File: config.mk
export PLATFORM = sky130hd
export DESIGN_NAME = grp_cla_adder
export DESIGN_NICKNAME = d
export VERILOG_FILES = /design/src/rtl/gcla_pkg.sv /design/src/rtl/gcla_pg_bits.sv /design/src/rtl/gcla_group4.sv /design/src/rtl/gcla_sum_bits.sv /design/src/rtl/grp_cla_adder.sv
export SDC_FILE = /design/constraint.sdc
export NUM_CORES = 1
export LEC_CHECK = 0
export BUFFER_PORTS_ARGS = -buffer_cell sky130_fd_sc_hd__clkbuf_2
export CAP_MARGIN = 0
export CELL_PAD_IN_SITES_DETAIL_PLACEMENT = 0
export CELL_PAD_IN_SITES_GLOBAL_PLACEMENT = 1
export CORE_UTILIZATION = 35
export DETAILED_ROUTE_END_ITERATION = 10
export MAX_ROUTING_LAYER = met4
export PLACE_DENSITY = 0.9
export SYNTH_ARGS = -nofsm -noshare
export SYNTH_HDL_FRONTEND = slang
export SYNTH_SLANG_ARGS = --single-unit
File: constraint.sdc
create_clock -name vclk -period 3.1
set_clock_uncertainty 0.2 [all_clocks]
set_input_delay 0.465 -clock vclk [all_inputs]
set_output_delay 0.465 -clock vclk [all_outputs]
set_load 0.05 [all_outputs]
File: src/rtl/gcla_pkg.sv
package gcla_pkg;
    // bits covered by one flattened look-ahead group
    localparam int GRP_W = 4;

    typedef struct packed {
        logic [GRP_W-1:0] gen;
        logic [GRP_W-1:0] prop;
    } grp_pg_t;
endpackage

File: src/rtl/gcla_pg_bits.sv
module gcla_pg_bits #(
    parameter int WIDTH = 16
) (
    input  logic [WIDTH-1:0] a_in,
    input  logic [WIDTH-1:0] b_in,
    output logic [WIDTH-1:0] gen_out,
    output logic [WIDTH-1:0] prop_out
);
    for (genvar i = 0; i < WIDTH; i++) begin : g_bit
        assign gen_out[i]  = a_in[i] & b_in[i];
        assign prop_out[i] = a_in[i] | b_in[i];
    end
endmodule

File: src/rtl/gcla_group4.sv
module gcla_group4
    import gcla_pkg::*;
(
    input  grp_pg_t          pg,
    input  logic             c_in,
    output logic [GRP_W-1:0] c_bit,
    output logic             c_out
);
    logic g0, g1, g2, g3, p0, p1, p2, p3;
    logic [GRP_W:1] c_next;

    assign {g3, g2, g1, g0} = pg.gen;
    assign {p3, p2, p1, p0} = pg.prop;

    always_comb begin
        c_next[1] = g0 | (p0 & c_in);
        c_next[2] = g1 | (p1 & g0) | (p1 & p0 & c_in);
        c_next[3] = g2 | (p2 & g1) | (p2 & p1 & g0) | (p2 & p1 & p0 & c_in);
        c_next[4] = g3 | (p3 & g2) | (p3 & p2 & g1) | (p3 & p2 & p1 & g0)
                  | (p3 & p2 & p1 & p0 & c_in);
    end

    assign c_bit = {c_next[3:1], c_in};
    assign c_out = c_next[4];

    always_comb begin
        for (int i = 0; i < GRP_W; i++) begin

            gen_forces_carry_chk: assert (!pg.gen[i] || c_next[i+1])
                else $error("generate without carry at group bit %0d", i);

            kill_blocks_carry_chk: assert (pg.prop[i] || !c_next[i+1])
                else $error("carry despite zero propagate at group bit %0d", i);
        end

        group_pass_through_chk: assert (!((&pg.prop) && !(|pg.gen)) || (c_out == c_in))
            else $error("full-propagate group altered its carry");
    end
endmodule

File: src/rtl/gcla_sum_bits.sv
module gcla_sum_bits #(
    parameter int WIDTH = 16
) (
    input  logic [WIDTH-1:0] a_in,
    input  logic [WIDTH-1:0] b_in,
    input  logic [WIDTH-1:0] c_in,
    output logic [WIDTH-1:0] s_out
);
    for (genvar i = 0; i < WIDTH; i++) begin : g_cell
        assign s_out[i] = a_in[i] ^ b_in[i] ^ c_in[i];
    end
endmodule

File: src/rtl/grp_cla_adder.sv
module grp_cla_adder
    import gcla_pkg::*;
#(
    parameter int WIDTH = 16
) (
    input  logic [WIDTH-1:0] op_a,
    input  logic [WIDTH-1:0] op_b,
    input  logic             carry_in,
    output logic [WIDTH-1:0] sum_out,
    output logic             carry_out
);
    localparam int NGRP = WIDTH / GRP_W;

    logic [WIDTH-1:0] gen_w, prop_w, carry_w;
    logic [NGRP:0]    grp_carry;

    gcla_pg_bits #(.WIDTH(WIDTH)) u_pg (
        .a_in     (op_a),
        .b_in     (op_b),
        .gen_out  (gen_w),
        .prop_out (prop_w)
    );

    assign grp_carry[0] = carry_in;

    for (genvar k = 0; k < NGRP; k++) begin : g_grp
        grp_pg_t pg_k;
        assign pg_k.gen  = gen_w[k*GRP_W +: GRP_W];
        assign pg_k.prop = prop_w[k*GRP_W +: GRP_W];

        gcla_group4 u_grp (
            .pg    (pg_k),
            .c_in  (grp_carry[k]),
            .c_bit (carry_w[k*GRP_W +: GRP_W]),
            .c_out (grp_carry[k+1])
        );
    end

    gcla_sum_bits #(.WIDTH(WIDTH)) u_sum (
        .a_in  (op_a),
        .b_in  (op_b),
        .c_in  (carry_w),
        .s_out (sum_out)
    );

    assign carry_out = grp_carry[NGRP];

    always_comb begin

        sum_matches_chk: assert (sum_out == WIDTH'({1'b0, op_a} + {1'b0, op_b} + {{WIDTH{1'b0}}, carry_in}))
            else $error("sum mismatch");

        carry_matches_chk: assert (carry_out == 1'(({1'b0, op_a} + {1'b0, op_b} + {{WIDTH{1'b0}}, carry_in}) >> WIDTH))
            else $error("carry-out mismatch");
    end
endmodule

# [Word level (Yosys, flattened, before mapping)]
# Cells that the tools add are included.
[op_classes] bitwise=168
[ops] cell="bitwise AND 1 bit" n=80
[ops] cell="OR 1 bit" n=56
[ops] cell="bitwise XOR 1 bit" n=32
[word_totals] output_inout_bits=17 regBits=0 word_cells=168 input_bits=33

# [Longest topological paths before layout]
[depth] ltp_word=13 mapped_depth=9 mapped_depth_nobuf=9

# [Hierarchy]
# From an unflattened synthesis, not the netlist that was laid out.
[hier_totals] cells_unflattened=72 hier_area_um2=785.8
[modules_own_cells] mod="gcla_sum_bits" n_inst=1 cells_per_inst=16 seq_area_each_um2=0.0 area_each_um2=380.4
[modules_own_cells] mod="gcla_pg_bits" n_inst=1 cells_per_inst=32 seq_area_each_um2=0.0 area_each_um2=220.2
[modules_own_cells] mod="gcla_group4" n_inst=4 cells_per_inst=6 seq_area_each_um2=0.0 area_each_um2=46.3

# [Worst setup path after synthesis]
# OpenSTA, ideal clock, no wires.
[synth_path] path_type="input to output" from="in op_a[9]" to="out sum_out[13]" path_buffers=0 arrival_ns=2.603 stages=9 path_slack_ns=-0.168 required_time_ns=2.435 path_cell_list="inv_1 ha_1 nor2b_1 o311ai_4 o211ai_2 nor3_2 inv_1 fa_1 xor2_1"
[synth_via] elab_chain_len=8 word_cells_on_any_way=13 classes_between="13 x bitwise"
[synth_lines] element="start: declaration" line="grp_cla_adder.sv:6" text="input logic [WIDTH-1:0] op_a,"
[synth_lines] element="bitwise AND 1 bit or OR 1 bit (tied branches)" line="gcla_pg_bits.sv:10, gcla_pg_bits.sv:11"
[synth_lines] element="bitwise AND 1 bit, on equally long branches" line="gcla_group4.sv:19, gcla_group4.sv:20"
[synth_lines] element="OR 1 bit, or another cell as far along" line="gcla_group4.sv:19" text="c_next[4] = g3 | (p3 & g2) | (p3 & p2 & g1) | (p3 & p2 & p1 & g0)"
[synth_lines] element="OR 1 bit or bitwise AND 1 bit (tied branches)" line="gcla_group4.sv:19, gcla_group4.sv:20"
[synth_lines] element="OR 1 bit (*)" line="gcla_group4.sv:20" text="| (p3 & p2 & p1 & p0 & c_in);"
[synth_lines] element="bitwise AND 1 bit (*)" line="gcla_group4.sv:16" text="c_next[1] = g0 | (p0 & c_in);"
[synth_lines] element="OR 1 bit (*)" line="gcla_group4.sv:16"
[synth_lines] element="bitwise XOR 1 bit (*)" line="gcla_sum_bits.sv:10" text="assign s_out[i] = a_in[i] ^ b_in[i] ^ c_in[i];"
[synth_lines] element="end: declaration" line="grp_cla_adder.sv:9" text="output logic [WIDTH-1:0] sum_out,"
# Mark *: on every way between the ends. The rest lies on a longest branch, timed or not.

# [Worst setup path after layout]
[layout_path] from="in op_a[3]" to="out sum_out[9]"
[layout_via] elab_chain_len=11 word_cells_on_any_way=18 classes_between="18 x bitwise"
[layout_lines] element="OR 1 bit" line="gcla_pg_bits.sv:11" text="assign prop_out[i] = a_in[i] | b_in[i];"
[layout_lines] element="bitwise AND 1 bit, on equally long branches" line="gcla_group4.sv:19, gcla_group4.sv:20"
[layout_lines] element="OR 1 bit, or another cell as far along (2 in series)" line="gcla_group4.sv:19"
[layout_lines] element="OR 1 bit or bitwise AND 1 bit (tied branches)" line="gcla_group4.sv:19, gcla_group4.sv:20"
[layout_lines] element="OR 1 bit (*)" line="gcla_group4.sv:20"
[layout_lines] element="bitwise AND 1 bit (*)" line="gcla_group4.sv:20"
[layout_lines] element="OR 1 bit (*)" line="gcla_group4.sv:20"
[layout_lines] element="bitwise AND 1 bit (*)" line="gcla_group4.sv:16"
[layout_lines] element="OR 1 bit (*)" line="gcla_group4.sv:16"
[layout_lines] element="bitwise XOR 1 bit (*)" line="gcla_sum_bits.sv:10"
# Marked as above.

==> metrics.yaml <==
finalCriticalPeriod_ns: 2.97
hold_class: "input port to output port"
layout_commonest_cell: "clkbuf_2"
cp-end-kind: "output port"
grt_pass1_vias: 944
syn_area_mm2: 0.00107
fmax_mhz: 337
wl_met3_um: 84
vias: 1023
crit_required_ns: 2.43
die_w_um: 57.4
fin_setup_tns_ns: 0
p_per_area_mw_per_mm2: 288
tightest_slew_ns: 0.318
p_seq_frac: 0
coreArea_mm2: 0.00283
status: "finished, violations left"
rsz0062_at_grt: "yes"
report.final.hold_viol_count: 0
dieArea_mm2: 0.00329
ys_seq_area_frac: 0
final_layout_size_suffix_gt1_frac: 0.368
place_area_mm2: 0.00142
maxCapViolCount: 0
num-nets-final: 264
violations: "DRC"
hold_depth: 3
clkPwrFrac: 0
met2WireLength_um: 1040
place.detailed.hpwl_um: 1820
routed_wl_um: 1960
peakVddDrop_v: 0.000183
cp.arrival_ns: 2.30
p_int_uw: 144
cts_hold_buf: 0
combinationalPowerShare: 1.000
maxSlewHeadroom: 0.786
grt_use_total: 0.126
switchingPower_uw: 287
n_fill_cell: 283
start_util: 0.379
p_sw_frac: 0.665
drc_errors: 3
nFlopsAndLatches: 0
placedCellCount: 224
ant_nets: 0
syn_nets: 207
grt_max_degree: 6
crit_path_start_kind: "input port"
rows: 19
first_pass_iters: 7
critPathMaxFanout: 3
port_buffers: 50
n_antenna_cell: 0
area_growth_pct: 39.4
wl_per_cell_um: 8.77
ios: 50
yosysUniqueCellTypes: 29
ys_warn_count: 0
gp_congestion: 0.787
drt_iter0_markers: 16
final_area_mm2: 0.00150
top_layer_used: "met4"
drv_slew: 0
stdcell_count: 224
syn_avg_cell_area_um2: 7.77
setup_viol: 0
antenna_found_initial: 0
nClkBuffers: 0
die_h_um: 57.4
grt_overflow: 0
grt_pass1_wl_um: 3390
seq_area_um2: 0
postCtsSetupBuffers: 0
fin_crit_sh: 0.958
power_leakage_uw: 0.000887
layout_common_cells: "clkbuf_2, inv_1, ha_1, nor2_1, buf_4"
fin_util: 0.529
m1WireLength_um: 822
critical_path_class: "input port to output port"
synthCells: 138
viasPerCell: 4.57
## cell type report
class / instances / area (µm²) / area share
Timing Repair Buffer: 55 / 313 / 0.209
Multi-Input combinational cell: 95 / 982 / 0.657
Inverter: 43 / 161 / 0.108
Tap cell: 31 / 38.8 / 0.0259
## per-layer routing
metal  GRT usage  vias to the layer above
met3           0                        2
li1            -                      539
met5           -                        -
met2       0.256                       28
met4           0                        0
met1       0.144                      454
## per-stage QoR
stage / total power [µW] / hold WS (ns) / setup slack [ns]
2_1_floorplan: 312 / 1.11 / 0.0522
3_3_place_gp: 401 / 1.27 / 0.0337
3_5_place_dp: 405 / 1.27 / -0.0474
4_1_cts: 411 / 1.28 / 0.00277
5_1_grt: 462 / 1.26 / 0.00422
6_report: 431 / 1.23 / 0.131
## cell families after synthesis
logic type,count (synthesis),share of synthesized area
buffers and inverters,43,0.151
adder cells (fa/ha/maj),36,0.448
AND/OR/NAND/NOR,28,0.145
AO/OA/AOI/OAI,20,0.167
XOR/XNOR,11,0.0899
## timing repair
action                                  CTS  global route
gates resized for setup                   2            24
endpoints found under the setup margin    1             8
pin swaps                                 0             4
## worst paths after layout
check / from / to / slack, ns
worst max-delay path: op_a[3] / sum_out[9] / 0.13
worst min-delay path: op_b[12] / sum_out[12] / 1.23
## Yosys cell counts
master    instances  area, µm²
xnor2_1           2       17.5
nand2b_1          3       18.8
o311ai_4          1       26.3
nor2b_1           3       18.8
nor4_2            2       25.0
a221oi_2          1       15.0
xor2_1            9       78.8
inv_1            42        158
a21oi_2           2       17.5
a21oi_1           5       25.0
o21ai_1           1       5.00
o21ai_0           1       5.00
o311a_1           1       10.0
o31ai_1           1       7.51
o41ai_2           1       16.3
nor3_1            2       10.0
nand3b_1          1       7.51
fa_1              4       80.1
o311ai_1          1       8.76
o21bai_1          2       15.0
nand2_1           4       15.0
inv_2             1       3.75
nand4b_1          1       8.76
nor2_1           11       41.3
a21o_1            1       7.51
o211ai_2          1       12.5
nor3_2            1       10.0
ha_1             32        400
o211ai_1          1       7.51
## critical path, stage by stage
cell	delay, ns
clkbuf_2	0.09
inv_1	0.05
ha_1	0.20
inv_2	0.06
a221oi_4	0.30
nand2_1	0.12
a21oi_2	0.17
inv_1	0.07
fa_1	0.41
xor2_2	0.18
buf_4	0.18
## power by group through the flow
stage | Clock [µW] | Sequential, µW | Combinational, µW
after floorplan | 0 | 0 | 312
after global placement | 0 | 0 | 401
after global routing | 0 | 0 | 462
after CTS | 0 | 0 | 411
after detailed placement | 0 | 0 | 405
final | 0 | 0 | 431
Note: power is estimated with default switching activity, not from simulation.
